===== src/rtl/pg_seq_pkg.sv =====
package pg_seq_pkg;

   // Counter width that can hold 0..delay, at least one bit.
   function automatic int cnt_width(input int delay);
      int w;
      w = 1;
      while ((1 << w) <= delay) w++;
      return w;
   endfunction

endpackage


===== src/rtl/pg_stage_timer.sv =====
module pg_stage_timer #(
   parameter int DELAY_CYCLES = 6,
   parameter int CNT_W        = pg_seq_pkg::cnt_width(DELAY_CYCLES)
) (
   input  logic clk,
   input  logic rst,
   input  logic run_i,
   output logic done_o
);

   generate
      if (DELAY_CYCLES == 0) begin : g_nodelay
         assign done_o = 1'b1;
      end else begin : g_count
         localparam logic [CNT_W-1:0] LIMIT = CNT_W'(DELAY_CYCLES);
         logic [CNT_W-1:0] cnt_q;

         always_ff @(posedge clk) begin
            if (rst || !run_i) begin
               cnt_q <= '0;
            end else if (cnt_q != LIMIT) begin
               cnt_q <= cnt_q + 1'b1;
            end
         end

         assign done_o = (cnt_q == LIMIT);
      end
   endgenerate

endmodule


===== src/rtl/pg_en_mux.sv =====
module pg_en_mux #(
   parameter bit USED = 1'b1
) (
   input  logic en_i,
   output logic en_o
);

   generate
      if (USED) begin : g_pin
         assign en_o = en_i;
      end else begin : g_tied
         logic unused_pin;
         assign unused_pin = en_i;
         assign en_o = 1'b1;
      end
   endgenerate

endmodule


===== src/rtl/pg_od_pad.sv =====
module pg_od_pad (
   input  logic assert_i,
   output logic dat_o,
   output logic oe_o
);

   assign oe_o  = assert_i;
   assign dat_o = ~assert_i;

endmodule


===== src/rtl/pg_cascade_seq.sv =====
module pg_cascade_seq #(
   parameter int N_STAGES                = 3,
   parameter int DELAY_CYCLES            = 6,
   parameter logic [N_STAGES-2:0] EN_USED = '1
) (
   input  logic                clk,
   input  logic                rst,
   input  logic                gate_on_i,
   input  logic                drain_ok_i,
   input  logic                fault_i,
   input  logic [N_STAGES-2:0] en_i,
   output logic [N_STAGES-1:0] pg_dat_o,
   output logic [N_STAGES-1:0] pg_oe_o
);

   localparam int CNT_W = pg_seq_pkg::cnt_width(DELAY_CYCLES);
   localparam int N_EN  = N_STAGES - 1;

   generate
      if (N_STAGES < 2) begin : g_bad_stages
         $error("pg_cascade_seq: N_STAGES must be at least 2");
      end
      if (DELAY_CYCLES < 0) begin : g_bad_delay
         $error("pg_cascade_seq: DELAY_CYCLES must not be negative");
      end
   endgenerate

   logic [N_STAGES-1:0] drive;
   logic [N_EN-1:0]     en_eff;
   logic [N_EN-1:0]     run;
   logic [N_EN-1:0]     done;

   assign drive[0] = ~rst & gate_on_i & drain_ok_i & ~fault_i;

   genvar k;
   generate
      for (k = 1; k < N_STAGES; k++) begin : g_stage
         pg_en_mux #(.USED(EN_USED[k-1])) u_en (
            .en_i (en_i[k-1]),
            .en_o (en_eff[k-1])
         );

         assign run[k-1] = drive[k-1] & en_eff[k-1];

         pg_stage_timer #(
            .DELAY_CYCLES (DELAY_CYCLES),
            .CNT_W        (CNT_W)
         ) u_timer (
            .clk    (clk),
            .rst    (rst),
            .run_i  (run[k-1]),
            .done_o (done[k-1])
         );

         assign drive[k] = run[k-1] & done[k-1];
      end

      for (k = 0; k < N_STAGES; k++) begin : g_pad
         pg_od_pad u_pad (
            .assert_i (drive[k]),
            .dat_o    (pg_dat_o[k]),
            .oe_o     (pg_oe_o[k])
         );
      end
   endgenerate

endmodule


===== config.mk =====
export PLATFORM = sky130hd
export DESIGN_NAME = pg_cascade_seq
export DESIGN_NICKNAME = d
export VERILOG_FILES = /design/src/rtl/pg_seq_pkg.sv /design/src/rtl/pg_stage_timer.sv /design/src/rtl/pg_en_mux.sv /design/src/rtl/pg_od_pad.sv /design/src/rtl/pg_cascade_seq.sv
export SDC_FILE = /design/constraint.sdc
export NUM_CORES = 1
export LEC_CHECK = 0
export BUFFER_PORTS_ARGS = -buffer_cell sky130_fd_sc_hd__buf_2
export CAP_MARGIN = 20
export CORE_AREA = 2 2 39 41
export DETAILED_ROUTE_END_ITERATION = 8
export DIE_AREA = 0 0 41 43
export PLACE_DENSITY = 0.54
export SYNTH_ARGS = -nofsm -noshare
export SYNTH_HDL_FRONTEND = slang
export SYNTH_SLANG_ARGS = --single-unit

===== constraint.sdc =====
create_clock -name clk -period 1.23 [get_ports clk]
set_input_delay 0.1845 -clock clk [delete_from_list [all_inputs] [get_ports clk]]
set_output_delay 0.1845 -clock clk [all_outputs]
set_load 0.05 [all_outputs]

[Word level (Yosys, flattened, before mapping)]
Cells that the tools add are included.
Widths: inputs -> output; s select.
Storage, ports and cells
  register bits after elaboration: 6
  output and inout port bits: 6
Operators by class
  add/subtract/negate cells: 2
  equality and inequality tests: 4
  bitwise gates (word level): 12
  reductions and logical operators: 4
Operators by type and width (count)
  $and 1x1->1: 7
  $add 3x1->3 const B: 2
  $eq 3x3->1 const B: 2
  $ne 3x3->1 const B: 2
  $not 1->1: 5
  $logic_not 1->1: 2
  $logic_or 1x1->1: 2

[Depth between registers and ports, before layout]
  depth in word-level cells: 9
  mapped depth: 6
  gate-level depth less buffers: 5

[Hierarchy]
Synthesis repeated with hierarchy kept, for this count alone.
Unflattened totals
  cell total of the unflattened synthesis: 50
  area total of the unflattened synthesis: 436.7 um2
Modules (own cells, without submodules)
  pg_stage_timer: instances 2, cells an instance 17, area an instance 162.7 um2
  pg_cascade_seq: instances 1, cells an instance 8, area an instance 62.6 um2
  pg_od_pad: instances 3, cells an instance 2, area an instance 11.3 um2
  pg_en_mux: instances 2, cells an instance 1, area an instance 7.5 um2

[Least setup slack after synthesis]
Ideal clock, no wire load.
  kind: register -> output
  from: register g_stage[1].u_timer.g_count.cnt_q[0]
  to: output pg_dat_o[2]
  data arrival time: 1231 ps
  data required time: 1046 ps
  path slack: -186 ps
  cell stages (with the launch flop): 7
  path buffers: 1
  cell sequence: dfxtp_1 inv_1 ha_1 and3_1 nand3_4 or2_1 buf_4
On the way
  longest elaborated chain between the ends: 5
Ends and longest elaborated chain
  start, declared: RTL line pg_stage_timer.sv:16  | logic [CNT_W-1:0] cnt_q;
  start signal, assigned: RTL line pg_stage_timer.sv:22  | cnt_q <= cnt_q + 1'b1;
  $eq 3x3->1: RTL line pg_stage_timer.sv:26  | assign done_o = (cnt_q == LIMIT);
  $and 1x1->1: RTL line pg_cascade_seq.sv:55  | assign drive[k] = run[k-1] & done[k-1];
  $and 1x1->1: RTL line pg_cascade_seq.sv:43  | assign run[k-1] = drive[k-1] & en_eff[k-1];
  $and 1x1->1: RTL line pg_cascade_seq.sv:55
  $not 1->1: RTL line pg_od_pad.sv:8  | assign dat_o = ~assert_i;
  end, declared: RTL line pg_cascade_seq.sv:12  | output logic [N_STAGES-1:0] pg_dat_o,
No other way between the ends.

[Worst setup path after layout]
Same ends and word-level chain as after synthesis.

==> out/results.tsv <==
stage	metric	value	unit
outcome	status	complete, but fails checks	
outcome	violations	negative setup slack	
setup_path	criticalPathCategory	flop to output port	
setup_path	cp-end-kind	output port	
layout	fin_cells	82	
routing	drt-initial-drc-count	5	
routing	vias	344	
yosys	synthArstFlopShare	0	%
timing	period_share	125	%
routing	viasPerCell	4.20	
grt	gr-usage-all-layers	9.86	%
layout	design_area	591	um^2
yosys	ys_seq_area_share	31.0	%
power	leakage	0.270	nW
timing	finalSetupViolations	5	
grt	antenna_found_initial	0	
yosys	ys_ff_latch	6	
power	totalPowerFinal	410	uW
timing	drv_slew	0	
yosys	netlist_top_cells_area	dfxtp_1, ha_1, buf_4	
yosys	yosys.area.top_type	dfxtp_1	
place	dpl.cell_count	76	
clocking	root_buffer	clkbuf_4	
layout	area_growth	52.3	%
floorplanning	start_util	28.0	%
clocking	cts_tree	done	
floorplanning	io_pins	13	
yosys	syn_inst	45	
setup_path	worstPathArrival	1.36	ns
timing	rsz0062_at_grt	yes	
place	dp_hpwl	557	um
yosys	synth_cell_types	16	
power	power.density	694	mW/mm^2
clocking	cts_hold_buf	0	
floorplanning	die-area	0.00176	mm^2
yosys	synth_area	388	um^2
setup_path	critPathMaxStageDelay	0.32	ns
layout	largest_registers	g_stage.u_timer.g_count.cnt_q: 6 flops	
clocking	clock-sinks	6	
timing	worst_slack	-0.313	ns
job	cap_violations	0	
yosys	syn_area_per_cell	8.62	um^2
layout	drive_gt1_share	56.1	%
place	post-place-ws	-0.120	ns
clocking	worstSkewPairLatency	0.25	ns
clocking	clockBufferDepth	2	
timing	tightest_slew	0.248	ns
place	place_area	510	um^2
floorplanning	die_y	43	um
yosys	syn-num-nets	56	
floorplanning	die_w	41	um
timing	slew_headroom	83.6	%
clocking	clk_pin_slew_worst_paths	0.05	ns
timing	skew	0.00117	ns
yosys	synth_top_flop_cell	dfxtp_1	
grt	grt_start_max_net_pins	6	
timing	finalHoldViolCount	0	
yosys	synth_edf_count	0	
layout	largest_register	g_stage.u_timer.g_count.cnt_q	
routing	routed_wl	705	um
floorplanning	core_area	0.00138	mm^2
yosys	ys_warn_count	0	
setup_path	path_max_fanout	3	
setup_path	cp_cell_sequence	inv_2, ha_4, and3_4, nand3_4, or2_1, buf_6	
timing	hold_ws	0.259	ns
layout	largest_reg_flops	6	
timing	finalSetupTns	-0.879	ns
setup_path	worst_setup_path_start_kind	flop	
place	place_congestion	0.654	
layout	diodes	0	
routing	wl_per_cell	8.60	um
clocking	cts_buffers	3	
place	io_buffers	12	
routing	first_pass_iters	3	
clocking	h-tree-depth	1	
floorplanning	std_cell_rows	14	
routing	drc_errors	0	
min_path	hp-class	primary input to flop	
grt	first_global_vias	286	
timing	max_freq	0.648	GHz
yosys	yosys.area.top_type_share	31.0	%
layout	fin_nets	79	
power	max-vdd-ir-drop	0.480	mV
timing	min_period	1.54	ns
grt	grt_overflow_total	0	
setup_path	slowest_stage	dfxtp_2	
routing	ant_nets	0	
layout	final_core_util	42.7	%
grt	grt_pass1_wl	1100	um
setup_path	critical_path_required	1.05	ns
==> final cells by class <==
cell class | count | area [um^2]
Sequential cell | 6 | 123
Timing Repair Buffer | 24 | 183
Tap cell | 16 | 20.0
Fill cell | 138 | 793
Multi-Input combinational cell | 29 | 228
Inverter | 4 | 15.0
Clock buffer | 3 | 22.5
==> metal layers <==
metal	track usage [%]	routed length, um	up-vias
met5	0	0	-
met4	2.00	0	0
met3	9.42	44	0
met2	15.6	417	7
met1	8.74	242	156
li1	-	-	181
==> cells in the final DEF (no fill, tap or decap), drive strengths merged <==
| cell | instances |
|---|---|
| a211oi | 2 |
| and3 | 1 |
| and4bb | 1 |
| buf | 24 |
| clkbuf | 3 |
| dfxtp | 6 |
| ha | 4 |
| inv | 4 |
| nand2 | 5 |
| nand3 | 1 |
| nand4 | 1 |
| nor2 | 9 |
| nor3 | 2 |
| or2 | 1 |
| xnor2 | 2 |
==> final timing paths <==
check                                       from                             endpoint  slack [ns]  cells past startpoint
max reg2reg  g_stage[1].u_timer.g_count.cnt_q[0]  g_stage[2].u_timer.g_count.cnt_q[1]       -0.02                      7
min reg2reg  g_stage[2].u_timer.g_count.cnt_q[2]  g_stage[2].u_timer.g_count.cnt_q[2]        0.54                      2
min                                      en_i[0]  g_stage[1].u_timer.g_count.cnt_q[0]        0.26                      3
max          g_stage[1].u_timer.g_count.cnt_q[0]                          pg_dat_o[2]       -0.31                      6
==> timing repair <==
action	in CTS	in global routing
gates resized for setup	9	3
setup buffers	3	1
endpoints found under the setup margin	4	7
cloned	0	0
pin swaps	3	2
==> kinds of logic (layout without fill, tap and decap cells) <==
kind of cell	after synthesis	after routing	synth area share, %
xor+xnor	2	2	4.52
flops	6	6	31.0
simple gates	21	21	31.0
compound gates	2	2	5.16
fa+ha+maj	4	4	12.9
buf+inv	10	31	15.5
==> cells in the mapped netlist (all sizes together) (2+ instances only) <==
library cell and count:
inv 4, buf 6, nor3 2, xnor2 2, ha 4, nor2 9
a211oi 2, dfxtp 6, nand2 5
==> worst max-delay path: cells and delay by family, from the launching register on <==
kind	cells	cell delay, ns
simple gates	3	0.47
flops	1	0.32
buf+inv	2	0.20
fa+ha+maj	1	0.12
==> power by group <==
group	total (mW)	leakage, nW	switching, mW	internal, mW
combinational	0.0260	0.207	0.0141	0.0120
clock	0.188	0.0138	0.0770	0.111
sequential	0.196	0.0493	0.000364	0.196
Power figures use the tool's default switching activity.
